**config.mk**
```make
export PLATFORM = sky130hd
export DESIGN_NAME = keyed_watchdog
export DESIGN_NICKNAME = d
export VERILOG_FILES = /design/src/rtl/wdg_pkg.sv /design/src/rtl/wdg_prescaler.sv /design/src/rtl/wdg_key_gate.sv /design/src/rtl/wdg_counter.sv /design/src/rtl/keyed_watchdog.sv
export SDC_FILE = /design/constraint.sdc
export NUM_CORES = 1
export LEC_CHECK = 0
export ABC_AREA = 1
export BUFFER_PORTS_ARGS = -buffer_cell sky130_fd_sc_hd__clkbuf_2
export CORE_ASPECT_RATIO = 1.5
export CORE_UTILIZATION = 45
export DETAILED_ROUTE_END_ITERATION = 12
export PLACE_DENSITY = 0.63
export SYNTH_ARGS = -nofsm -noshare
export SYNTH_HDL_FRONTEND = slang
export SYNTH_SLANG_ARGS = --single-unit
```
**constraint.sdc**
```tcl
create_clock -name clk -period 6 [get_ports clk]
set_input_delay 0.6 -clock clk [delete_from_list [all_inputs] [get_ports clk]]
set_output_delay 0.6 -clock clk [all_outputs]
set_load 0.005 [all_outputs]
```
**src/rtl/wdg_pkg.sv**
```systemverilog
package wdg_pkg;

    localparam int CNT_W = 8;
    localparam int KEY_W = 7;

    typedef enum logic {
        CMD_STOP  = 1'b0,
        CMD_START = 1'b1
    } wdg_cmd_e;

    typedef struct packed {
        logic [CNT_W-1:0] count;
        wdg_cmd_e         cmd;
        logic [KEY_W-1:0] key;
    } wdg_wr_t;

    typedef struct packed {
        logic             running;
        logic             bitten;
        logic [CNT_W-1:0] count;
    } wdg_state_t;

    function automatic logic [KEY_W-1:0] expected_key(input logic [KEY_W-1:0] last);
        return last ^ {KEY_W{1'b1}};
    endfunction

    function automatic int unsigned presc_width(input int unsigned tc);
        return (tc > 0) ? $clog2(tc + 1) : 1;
    endfunction

endpackage

```
**src/rtl/wdg_prescaler.sv**
```systemverilog
module wdg_prescaler #(
    parameter int unsigned PRESCALE_TC = 131071
) (
    input  logic clk,
    input  logic rst,
    output logic tick
);
    import wdg_pkg::*;

    localparam int unsigned PW = presc_width(PRESCALE_TC);

    logic [PW-1:0] pcnt;

    assign tick = (pcnt == PW'(PRESCALE_TC));

    always_ff @(posedge clk) begin
        if (rst)       pcnt <= '0;
        else if (tick) pcnt <= '0;
        else           pcnt <= pcnt + 1'b1;
    end
endmodule

```
**src/rtl/wdg_key_gate.sv**
```systemverilog
module wdg_key_gate
    import wdg_pkg::*;
(
    input  logic             clk,
    input  logic             rst,
    input  logic             wr_en,
    input  logic [KEY_W-1:0] wr_key,
    output logic             accept,
    output logic             bad_key
);
    logic             key_set;
    logic [KEY_W-1:0] key_q;

    assign accept = wr_en && (!key_set || (wr_key == expected_key(key_q)));

    always_ff @(posedge clk) begin
        if (rst) begin
            key_set <= 1'b0;
            key_q   <= '0;
            bad_key <= 1'b0;
        end else begin
            if (accept) begin
                key_set <= 1'b1;
                key_q   <= wr_key;
            end
            if (wr_en && !accept) bad_key <= 1'b1;
        end
    end
endmodule

```
**src/rtl/wdg_counter.sv**
```systemverilog
module wdg_counter
    import wdg_pkg::*;
(
    input  logic             clk,
    input  logic             rst,
    input  logic             tick,
    input  logic             accept,
    input  wdg_cmd_e         cmd,
    input  logic [CNT_W-1:0] load_val,
    output logic             nmi,
    output logic             bite
);
    localparam logic [CNT_W-1:0] ONE = CNT_W'(1);
    localparam logic [CNT_W-1:0] TWO = CNT_W'(2);

    wdg_state_t st, st_nx;
    logic       nmi_nx;

    always_comb begin
        st_nx  = st;
        nmi_nx = 1'b0;
        if (!st.bitten) begin
            if (accept) begin
                if (cmd == CMD_START) begin
                    st_nx.count   = load_val;
                    st_nx.running = 1'b1;
                end else begin
                    st_nx.running = 1'b0;
                end
            end else if (st.running && tick) begin
                if (st.count <= ONE) begin
                    st_nx.count   = '0;
                    st_nx.bitten  = 1'b1;
                    st_nx.running = 1'b0;
                end else begin
                    st_nx.count = st.count - ONE;
                    nmi_nx      = (st.count == TWO);
                end
            end
        end
    end

    always_ff @(posedge clk) begin
        if (rst) begin
            st  <= '0;
            nmi <= 1'b0;
        end else begin
            st  <= st_nx;
            nmi <= nmi_nx;
        end
    end

    assign bite = st.bitten;
endmodule

```
**src/rtl/keyed_watchdog.sv**
```systemverilog
module keyed_watchdog #(
    parameter int unsigned PRESCALE_TC = 131071
) (
    input  logic       clk,
    input  logic       rst,
    input  logic       wr_en,
    input  logic [7:0] wr_count,
    input  logic       wr_cmd,
    input  logic [6:0] wr_key,
    output logic       nmi,
    output logic       chip_reset,
    output logic       bad_key
);
    import wdg_pkg::*;

    wdg_wr_t wr;
    logic    tick;
    logic    accept;

    assign wr.count = wr_count;
    assign wr.cmd   = wdg_cmd_e'(wr_cmd);
    assign wr.key   = wr_key;

    wdg_prescaler #(.PRESCALE_TC(PRESCALE_TC)) u_presc (
        .clk  (clk),
        .rst  (rst),
        .tick (tick)
    );

    wdg_key_gate u_gate (
        .clk     (clk),
        .rst     (rst),
        .wr_en   (wr_en),
        .wr_key  (wr.key),
        .accept  (accept),
        .bad_key (bad_key)
    );

    wdg_counter u_cnt (
        .clk      (clk),
        .rst      (rst),
        .tick     (tick),
        .accept   (accept),
        .cmd      (wr.cmd),
        .load_val (wr.count),
        .nmi      (nmi),
        .bite     (chip_reset)
    );
endmodule

```
==> run metrics <==
critical path required time=6.22 ns; synthesized cell area=between 0.0015 and 0.002 sq mm; RR Startpoint=u_presc.pcnt[0]$_SDFF_PP0_; Setup Viol. Count Final=0; Vias=between 1.5k and 2k; Die W=55.3 um; initial antenna violation count=0; aggregate routed wire length=3.49 mm; Worst Setup Start Kind=flop; Final Util=53.9%; Static Leak=1.01 nW; min-delay src=u_presc.pcnt[0]$_SDFF_PP0_; area grow syn2layout=12.5%; worst setup path start=u_presc.pcnt[0]$_SDFF_PP0_; Max-Cap Viols=0; YS warnings=0; sequential element share of the synthesized area=38.7%; RSZ-0062 raised after global routing=no; Synth Net Count=304; Sink Count=37; Hold Vio Cnt, Final=0; post-DR wirelength/cell=9.97 um; detailed placer's ending HPWL=between 2 and 3 mm; initial core utilization=48.0%; CP arrival=2.69 ns; input/output buffers=21; ratio of cells with drive above 1 in the final layout=14.1%; vias in the first global route=between 1.5k and 2k; headroom to the max-slew limit=59.4%; area leader, netlist=dfxtp_1; share of the synthesized area in the top cell type=38.7%; Synth area leaders=dfxtp_1 (39%), nand2_1 (12%), nor2_1 (11%), inv_1 (7.1%), o21ai_0 (6.3%); Hold Crit Depth=1; CTS tree=built; Ports=22; global-route wire length before repair=6.21 mm; RD Place Congestion=0.777; status=finished clean; fin crit share=41.3%; # diodes=0; Num CTS Buffers=5; All-Layer GR Usage=~17%; Syn Area/Cell=6.84 sq um; Fillers=418; pins over their slew limit=0; Hold Path Class=flop to flop; largest net degree at the start of global routing=17; count of cell types in the netlist=29; nets=about 330; core area=roughly 0.0040 sq mm; DRT Pass-1 Iters=4; Sum Neg Setup Slack=0 ns; Yosys reg bits=37; P per Cell Area=259 mW/mm^2; Cells after Synth=280; post-CTS setup buffers=0; DRC=0; Clock Pin Slew Worst Setup and Hold Paths=0.07 ns; Hold Slack=0.450 ns; clk buf depth=2; VDD IR max=172 uV; 1st-iter DRT viols=56; critical path peak fanout=7; Layout Skew=0.00526 ns; GR Overflow Total=0; vias per cell=4.82; total power=558 uW; row count=28; Max Clk Rate=around 400 MHz; Setup crit end kind=flop; H-Tree Depth=2; die area=~0.0045 sq mm; actual slew at the worst max-slew pin=0.606 ns; path depth of the worst reg2reg path=15; Post-CTS Hold Buffers=0; ANT nets after route=0; clock insertion delay at the later pin of the skew report=0.28 ns; Min Clock Period, post-route=~2.5 ns; crit path kind=flop to flop; PostCTS Resize Cnt=0; DIE HEIGHT=81.9 um; clock root cell=clkbuf_8
[flip-flops by register name (all words and copies together) (netlist names)]
| name | count |
|---|---|
| u_presc.pcnt | 17 |
| u_cnt.st | 9 |
| u_gate.key_q | 7 |
| u_cnt.bite | 1 |
| u_cnt.nmi | 1 |
| u_gate.bad_key | 1 |
| u_gate.key_set | 1 |
[final cells by class]
class	instances	area [sq um]	share of cell area [%]
clock buffers	7	86.3	4.01
flip-flops and latches	37	741	34.4
clock inverters	1	30.0	1.39
repair buffers	21	105	4.88
inverters	38	143	6.62
multi-input cells	201	993	46.1
well taps	45	56.3	2.61
[worst paths after layout]
check                                                   to  slack [ns]
worst max-delay path              u_cnt.st[0]$_SDFFE_PP0P_        3.52
worst max register to register    u_cnt.st[0]$_SDFFE_PP0P_        3.52
worst min register to register  u_presc.pcnt[0]$_SDFF_PP0_        0.45
worst min-delay path            u_presc.pcnt[0]$_SDFF_PP0_        0.45
[cell families after synthesis]
family | count (synthesis) | synth area share (%)
AO/OA/AOI/OAI | 40 | 10.8
XOR/XNOR | 5 | 2.29
adder cells (fa/ha/maj) | 5 | 3.27
buffers and inverters | 42 | 9.47
flip-flops | 37 | 38.7
AND/OR/NAND/NOR | 151 | 35.5
[cells in the mapped netlist]
library cell,n
a21oi_1,13
a31oi_1,1
and3_1,1
buf_2,1
buf_6,3
dfxtp_1,37
ha_1,5
inv_1,36
inv_2,2
nand2_1,60
nand2_2,3
nand2_4,2
nand3_1,15
nand3_4,1
nand3b_1,1
nand4_1,4
nand4_2,1
nor2_1,55
nor2_2,2
nor2_4,1
nor3_1,1
nor3_2,1
nor3b_2,1
nor4_1,1
o21ai_0,24
o31ai_1,2
or2_2,1
xnor2_1,1
xor2_1,4
[report_power, final]
part	switching, mW	internal (mW)	total, mW
clock	0.0825	0.135	0.218
sequential	0.00717	0.257	0.264
combinational	0.0483	0.0279	0.0761
total	0.138	0.420	0.558
[placed cells by master (no fill, tap or decap), types with 3 or more instances in the layout]
cell and n:
xor2_1 4, o21ai_0 24, clkbuf_2 21, nand4_1 4, nand3_1 15, nor2_1 55, dfxtp_1 37, inv_1 36
nand2_1 60, nand2_2 3, clkbuf_8 6, a21oi_1 13, ha_1 5
[per-layer routing]
layer  wire (um)  vias up  track usage [%]  part of all wire [%]
li1            -      928                -                     -
met1        1550      728             18.0                    44
met2        1750       25             33.0                    50
met3         135        7             4.09                   3.9
met4          61        0             7.50                   1.7
met5           0        -                0                     0
[per-stage QoR]
step	worst slack, ns	instance area, sq um	std cells
final	3.52	2150	350
after global routing	3.20	2150	350
after CTS	3.53	2150	350
after detailed placement	3.53	2040	342
after global placement	3.61	2040	342
after floorplan	3.76	1920	280
[critical path: stages (launching register included)]
cell and delay [ns]:
dfxtp_1 0.35, ha_1 0.17, nand2_1 0.08, nor3_2 0.18
nand2_1 0.12, nor2_4 0.14, nand4_2 0.12, nor2_2 0.14
and3_1 0.16, ha_1 0.15, nand2_1 0.14, inv_1 0.23
nand2_1 0.08, o21ai_0 0.18, nor2_1 0.06, nor2_1 0.11
(Power assumes the default switching activity.)
